### src/rtl/cnt_pkg.sv
package cnt_pkg;
  // Strobes from a stage's control decode to its datapath; at most one set per cycle.
  typedef struct packed {
    logic clearNow;  // synchronous zeroing at this edge
    logic loadNow;   // parallel preset at this edge
    logic incNow;    // advance by one at this edge
  } cntStrobe_t;
endpackage

### src/rtl/cnt_ctrl.sv
module cnt_ctrl
  import cnt_pkg::*;
#(
  parameter bit ASYNC_CLR = 1'b0
) (
  input  logic       clk,
  input  logic       clrN,
  input  logic       loadN,
  input  logic       enP,
  input  logic       enT,
  output cntStrobe_t strobe
);

  // Priority: clear, then load, then count.
  always_comb begin
    strobe          = '0;
    strobe.clearNow = !clrN && !ASYNC_CLR;
    strobe.loadNow  = clrN && !loadN;
    strobe.incNow   = clrN && loadN && enP && enT;
  end

  // the priority decode never issues two operations at once
  p_one_op_r3: assert property (@(posedge clk) $onehot0(strobe));

endmodule

### src/rtl/cnt_datapath.sv
module cnt_datapath
  import cnt_pkg::*;
#(
  parameter int STAGE_W   = 4,
  parameter bit ASYNC_CLR = 1'b0
) (
  input  logic               clk,
  input  logic               clrN,
  input  cntStrobe_t         strobe,
  input  logic [STAGE_W-1:0] dataIn,
  input  logic               tIn,
  output logic [STAGE_W-1:0] count,
  output logic               carry
);

  localparam logic [STAGE_W-1:0] ONE = STAGE_W'(1);

  logic [STAGE_W-1:0] countNext;

  always_comb begin
    if (strobe.clearNow)     countNext = '0;
    else if (strobe.loadNow) countNext = dataIn;
    else if (strobe.incNow)  countNext = count + ONE;  // natural wrap 15 -> 0
    else                     countNext = count;
  end

  generate
    if (ASYNC_CLR) begin : g_async
      always_ff @(posedge clk or negedge clrN) begin
        if (!clrN) count <= '0;
        else       count <= countNext;
      end
      // while clear is held, the register is zero at every edge
      p_async_zero_r1: assert property (@(posedge clk) !clrN |-> count == '0);
    end else begin : g_sync
      always_ff @(posedge clk) begin
        count <= countNext;
      end
      // a synchronous clear strobe zeroes the register one edge later
      p_sync_zero_r2: assert property (@(posedge clk) strobe.clearNow |=> count == '0);
    end
  endgenerate

  // Carry: look-ahead decode of all-ones gated by T only
  assign carry = tIn && (&count);

  // load takes the data bus
  p_load_r4: assert property (@(posedge clk) disable iff (!clrN)
    strobe.loadNow |=> count == $past(dataIn));
  // increment adds exactly one (mod 2^STAGE_W, R6)
  p_inc_r5: assert property (@(posedge clk) disable iff (!clrN)
    strobe.incNow |=> count == $past(count) + ONE);
  // no strobe means hold
  p_hold_r5: assert property (@(posedge clk) disable iff (!clrN)
    (strobe == '0) |=> $stable(count));

endmodule

### src/rtl/cnt_stage.sv
module cnt_stage
  import cnt_pkg::*;
#(
  parameter int STAGE_W   = 4,
  parameter bit ASYNC_CLR = 1'b0
) (
  input  logic               clk,
  input  logic               clrN,
  input  logic               loadN,
  input  logic               enP,
  input  logic               enT,
  input  logic [STAGE_W-1:0] dataIn,
  output logic [STAGE_W-1:0] count,
  output logic               carry
);

  cntStrobe_t strobe;

  cnt_ctrl #(.ASYNC_CLR(ASYNC_CLR)) ctrl_i (
    .clk(clk), .clrN(clrN), .loadN(loadN), .enP(enP), .enT(enT), .strobe(strobe)
  );

  cnt_datapath #(.STAGE_W(STAGE_W), .ASYNC_CLR(ASYNC_CLR)) dp_i (
    .clk(clk), .clrN(clrN), .strobe(strobe), .dataIn(dataIn),
    .tIn(enT), .count(count), .carry(carry)
  );

endmodule

### src/rtl/casc_counter.sv
module casc_counter #(
  parameter int STAGES    = 3,
  parameter int STAGE_W   = 4,
  parameter bit ASYNC_CLR = 1'b0,
  localparam int TOTAL_W  = STAGES * STAGE_W
) (
  input  logic               clk,
  input  logic               clearN,
  input  logic               loadN,
  input  logic               enP,
  input  logic               enT,
  input  logic [TOTAL_W-1:0] dataIn,
  output logic [TOTAL_W-1:0] countOut,
  output logic               carryOut
);

  logic [STAGES:0] tChain;

  assign tChain[0] = enT;

  generate
    for (genvar s = 0; s < STAGES; s++) begin : g_stage
      cnt_stage #(.STAGE_W(STAGE_W), .ASYNC_CLR(ASYNC_CLR)) stage_i (
        .clk(clk), .clrN(clearN), .loadN(loadN), .enP(enP),
        .enT(tChain[s]),
        .dataIn(dataIn[s*STAGE_W +: STAGE_W]),
        .count(countOut[s*STAGE_W +: STAGE_W]),
        .carry(tChain[s+1])
      );
    end
  endgenerate

  assign carryOut = tChain[STAGES];

  // the full chain rolls over from all ones to zero
  p_chain_wrap_r6: assert property (@(posedge clk) disable iff (!clearN)
    (loadN && enP && enT && (&countOut)) |=> countOut == '0);
  // the whole chain advances as one binary counter
  p_chain_inc_r8: assert property (@(posedge clk) disable iff (!clearN)
    (loadN && enP && enT) |=> countOut == $past(countOut) + TOTAL_W'(1));
  // a raised top carry implies the chain is full
  p_carry_full_r7: assert property (@(posedge clk) carryOut |-> (&countOut) && enT);

endmodule

### config.mk
export PLATFORM = sky130hd
export DESIGN_NAME = casc_counter
export DESIGN_NICKNAME = d
export VERILOG_FILES = /design/src/rtl/cnt_pkg.sv /design/src/rtl/cnt_ctrl.sv /design/src/rtl/cnt_datapath.sv /design/src/rtl/cnt_stage.sv /design/src/rtl/casc_counter.sv
export SDC_FILE = /design/constraint.sdc
export NUM_CORES = 1
export LEC_CHECK = 0
export BUFFER_PORTS_ARGS = -buffer_cell sky130_fd_sc_hd__buf_2
export CELL_PAD_IN_SITES_DETAIL_PLACEMENT = 0
export CELL_PAD_IN_SITES_GLOBAL_PLACEMENT = 1
export CORE_MARGIN = 5
export CORE_UTILIZATION = 32
export DETAILED_ROUTE_END_ITERATION = 10
export PLACE_DENSITY = 0.74
export REMOVE_ABC_BUFFERS = 1
export SLEW_MARGIN = 40
export SYNTH_ARGS = -nofsm -noshare
export SYNTH_HDL_FRONTEND = slang
export SYNTH_SLANG_ARGS = --single-unit
export TNS_END_PERCENT = 5
### constraint.sdc
create_clock -name clk -period 1.7 [get_ports clk]
set_input_delay 0.085 -clock clk [delete_from_list [all_inputs] [get_ports clk]]
set_output_delay 0.085 -clock clk [all_outputs]
set_load 0.02 [all_outputs]
==> impl.org <==
** Run status
- The flow ran to the end, and the final reports show no timing, DRC or antenna violations.

** Critical path
- Max stage delay cell, worst path :: sky130_fd_sc_hd__dfxtp_2
- Worst setup path category :: register to primary output
- In this design, the critical path's most frequently occurring cell is sky130_fd_sc_hd__buf_4.
- Of all nets on the critical path, the largest fanout is 7.
- Critical path buffers and inverters :: 2
- Data on the critical path arrives at its endpoint at 1.49 ns.
- The worst setup path is captured at a primary output.
- For the worst setup path, the data required time is 1.62 ns.
- On the critical path the largest part of the delay comes from flip-flops.
- Kind of start point of the critical path :: register
- The signal on the critical path passes through ha_2, nand4_4, buf_4, nor3_1, buf_4.
- In this design, the stage delay of the slowest critical-path cell is 0.36 ns.

** Timing
- Transition time at the pin with the least slew margin :: 0.244 ns
- Worst Clk Skew :: between 0.009 and 0.01 ns
- The number of failing hold endpoints at the final stage was 0.
- Finish-stage setup viols :: 0
- For this run, the top clock speed supported by timing is 0.634 GHz.
- Max transition margin :: 0.837
- Setup slack on the critical path of the routed design comes to 0.123 ns.
- Of the available clock period, the critical path in the final layout requires 0.928.
- Setup repair after global routing left no endpoint under its margin.
- Number of max-slew violations in the final report :: 0
- Hold slack final :: 0.0138 ns
- The worst path in the final design needs a cycle of 1.58 ns, including I/O delays and setup.
- Summed over all failing endpoints, the final setup total negative slack is 0 ns.

** Synthesis
- In this run, distinct cell masters in the synthesized netlist total 29.
- After synthesis, the mean cell area works out to just over 8 sq um.
- Flop and latch count out of synthesis :: 12
- The cell count after synthesis came out at 86.
- For this run, the register share of the synthesized area comes to 0.347.
- During synthesis, Yosys emitted a total of 0 warnings.
- By area the synthesized netlist is led by sky130_fd_sc_hd__dfxtp_1 35%, sky130_fd_sc_hd__o21ai_0 7.2%, sky130_fd_sc_hd__ha_1 5.4%.
- Largest area contributor in the netlist :: sky130_fd_sc_hd__dfxtp_1
- Fraction of post-synthesis cell area in the top cell type by area :: 0.347
- Mapped Area :: slightly below 700 sq um

** Clocking
- The clock passes through at most 2 buffers.
- Clock tree sinks :: 12
- # hold bufs at CTS :: 0
- Clock tree from TritonCTS :: built
- Clock insertion delay at the later pin of the skew report :: 0.27 ns
- CTS built an H-tree with a depth of 1.
- Clk pin slew, worst setup/hold paths :: 0.08 ns
- Total CTS buffers :: 3
- CTS root buf :: sky130_fd_sc_hd__clkbuf_4

** Cells and area
- Non-filler cells, final :: 144
- In the final layout, the registers with the most flip-flops are g_stage.stage_i.dp_i.count (12).
- Area used by multi-input combinational logic :: between 400 and 500 sq um
- Sequential standard cell area :: 243 sq um
- Inserted Diodes :: 0
- Fraction of final layout cells with drive strength greater than 1 :: 0.359
- From synthesis to final layout, the design area changed by 32.7%.
- Fin nets :: roughly 140
- Register with the most flip-flops :: g_stage.stage_i.dp_i.count
- Number of flip-flops in the largest register :: 12
- Counting the fill cells in the layout gives 231.

** Routing
- In the final routed layout, each cell accounts on average for 13.0 um.
- In this run, the number of DRC markers left after iteration 0 of detailed routing was 2.
- DRT Pass-1 Iters :: 4
- In this run the remaining antenna-violating nets after routing total 0.
- In the routed design, unresolved DRC markers number 0.
- Detailed routing inserted a total of approximately 760 vias.
- Sum of routed wire length over all layers :: 1870 um
- Dividing the detail-routed via count by the number of cells gives 5.26.

** Die
- Area of the die :: between 3000 and 4000 sq um
- Measured along the x axis, the die boundary spans 56.5 um.
- In this run the standard cell core region covers 2000 sq um.
- Vert. Die Dim :: 56.5 um
- Pin placement for this block handled 30 I/O pins.
- For this configuration, the core starts out at a cell density of 0.346.
- Standard-cell rows :: 16

** Power and ir drop
- Proportion of power drawn by the clock network :: 0.277
- In this run the power density over the cells is ~700 nW/um^2.
- Sequential Power Share :: 0.514
- For this design the total switching power over the nets is 200 uW.
- Internal power comes to 440 uW.
- Part of the total power dissipated in combinational logic :: 0.209
- Of the total power, the share spent switching nets is 0.312.
- The worst-case IR drop observed on VDD is 0.000554 V.
- The design draws 640 uW.
- The analysis attributes to cell leakage a power of 0.000382 uW.

** Placement
- Timing analysis after detailed placement gives a worst setup slack of 0.106 ns.
- The congestion estimate from routability-driven global placement came to 0.810.
- Detailed placer's ending HPWL :: about 1400 um
- Counting tap cells, the placed design contains a total of between 100 and 150 instances.
- Port Buffers :: 29

** Global route
- The first global-routing pass estimated roughly 3400 um of wire.
- met2 is the most crowded layer.
- For this run, the total global-route usage over all layers was measured as 0.129.
- The total overflow left after global routing is 0.
- The number of global-route vias before repair came to between 700 and 800.
- Pin count of the biggest net entering global routing :: 15
- Met2 Resource Use GR :: 0.206
- For this run, global-route usage on met1 was measured as 0.161.
- The initial antenna violation count was 0.
- GRT met3 Usage :: 0.0528

** Min path
- Type of the most critical hold path :: input port to register

** Flow run
- The tool flagged a number of max-cap violations equal to 0.
## synthesized netlist by cell type (all sizes together)
| library cell | instances |
|---|---|
| nand3b | 1 |
| nor3 | 1 |
| or3 | 6 |
| or2 | 1 |
| o211ai | 4 |
| a211oi | 1 |
| and2 | 1 |
| ha | 3 |
| a31oi | 4 |
| buf | 4 |
| nor2 | 4 |
| nand4b | 1 |
| clkbuf | 1 |
| or4 | 2 |
| nand4 | 3 |
| xor2 | 2 |
| inv | 4 |
| nand3 | 7 |
| dfxtp | 12 |
| a21oi | 1 |
| nor2b | 1 |
| o31ai | 1 |
| a311oi | 3 |
| nand2 | 6 |
| a32oi | 2 |
| o21ai | 10 |
## layer usage
metal	wire, um	share of wire
met4	8	0.0043
met2	865	0.46
met1	888	0.47
met5	0	0
met3	110	0.059
## logic make-up (layout without fill, tap and decap cells)
family          count (synthesis)  in the layout  share of synthesized area
simple gates                   34             34                      0.277
compound gates                 26             26                      0.244
flops                          12             12                      0.347
buf+inv                         9             40                     0.0524
fa+ha+maj                       3              3                     0.0543
xor+xnor                        2              2                     0.0253
## cells in the final DEF, fill, tap and decap left out, types with 2 or more instances in the layout
cell                       Yosys  routed
sky130_fd_sc_hd__nand2_1       6       6
sky130_fd_sc_hd__buf_4         0       5
sky130_fd_sc_hd__or4_1         2       2
sky130_fd_sc_hd__ha_1          3       2
sky130_fd_sc_hd__inv_1         4       4
sky130_fd_sc_hd__a31oi_1       4       4
sky130_fd_sc_hd__or3_1         5       5
sky130_fd_sc_hd__o211ai_1      4       4
sky130_fd_sc_hd__dfxtp_1      12      10
sky130_fd_sc_hd__a311oi_1      3       3
sky130_fd_sc_hd__dfxtp_2       0       2
sky130_fd_sc_hd__nand3_1       7       7
sky130_fd_sc_hd__buf_2         2      28
sky130_fd_sc_hd__a32oi_1       2       2
sky130_fd_sc_hd__o21ai_0      10      10
sky130_fd_sc_hd__clkbuf_4      0       3
sky130_fd_sc_hd__nor2_1        4       4
sky130_fd_sc_hd__xor2_1        2       2
sky130_fd_sc_hd__nand4_1       2       2
## metrics by stage
stage,utilization,cell area (sq um)
2_1_floorplan,-,671
3_3_place_gp,0.432,865
3_5_place_dp,0.432,865
4_1_cts,0.450,901
5_1_grt,0.459,918
6_report,0.459,918
## worst register-to-register path, cell delays in order (launching register included)
cell,delay (ns)
sky130_fd_sc_hd__dfxtp_2,0.36
sky130_fd_sc_hd__ha_2,0.21
sky130_fd_sc_hd__nand4_4,0.12
sky130_fd_sc_hd__buf_4,0.18
sky130_fd_sc_hd__or4_1,0.46
sky130_fd_sc_hd__a31oi_1,0.17
## path summary, 6_finish.rpt
path                                         start                          endpoint  slack [ns]  cells past startpoint
hold reg to reg   g_stage[0].stage_i.dp_i.count[1]  g_stage[0].stage_i.dp_i.count[1]        0.52                      2
hold / removal                           dataIn[9]  g_stage[2].stage_i.dp_i.count[1]        0.01                      3
setup / recovery  g_stage[0].stage_i.dp_i.count[0]                          carryOut        0.12                      5
setup reg to reg  g_stage[0].stage_i.dp_i.count[0]  g_stage[1].stage_i.dp_i.count[3]        0.14                      5
## power by group through the flow
stage	combinational, uW	sequential [uW]	clock [uW]
after floorplan	45.3	355	0
after global placement	132	333	0
after detailed placement	133	333	0
after CTS	136	328	185
after global routing	153	333	204
final	134	329	177
## repair_timing
item,4_1_cts,5_1_grt
buffers inserted,0,2
resized for setup,4,1
setup endpoints to repair,1,1
## layout make-up
type / instances / share of cell area
multi-input cells: 65 / 0.465
flip-flops and latches: 12 / 0.264
repair buffers: 33 / 0.193
well taps: 27 / 0.0368
clock buffers: 3 / 0.0245
inverters: 4 / 0.0163
(Power assumes the default switching activity.)
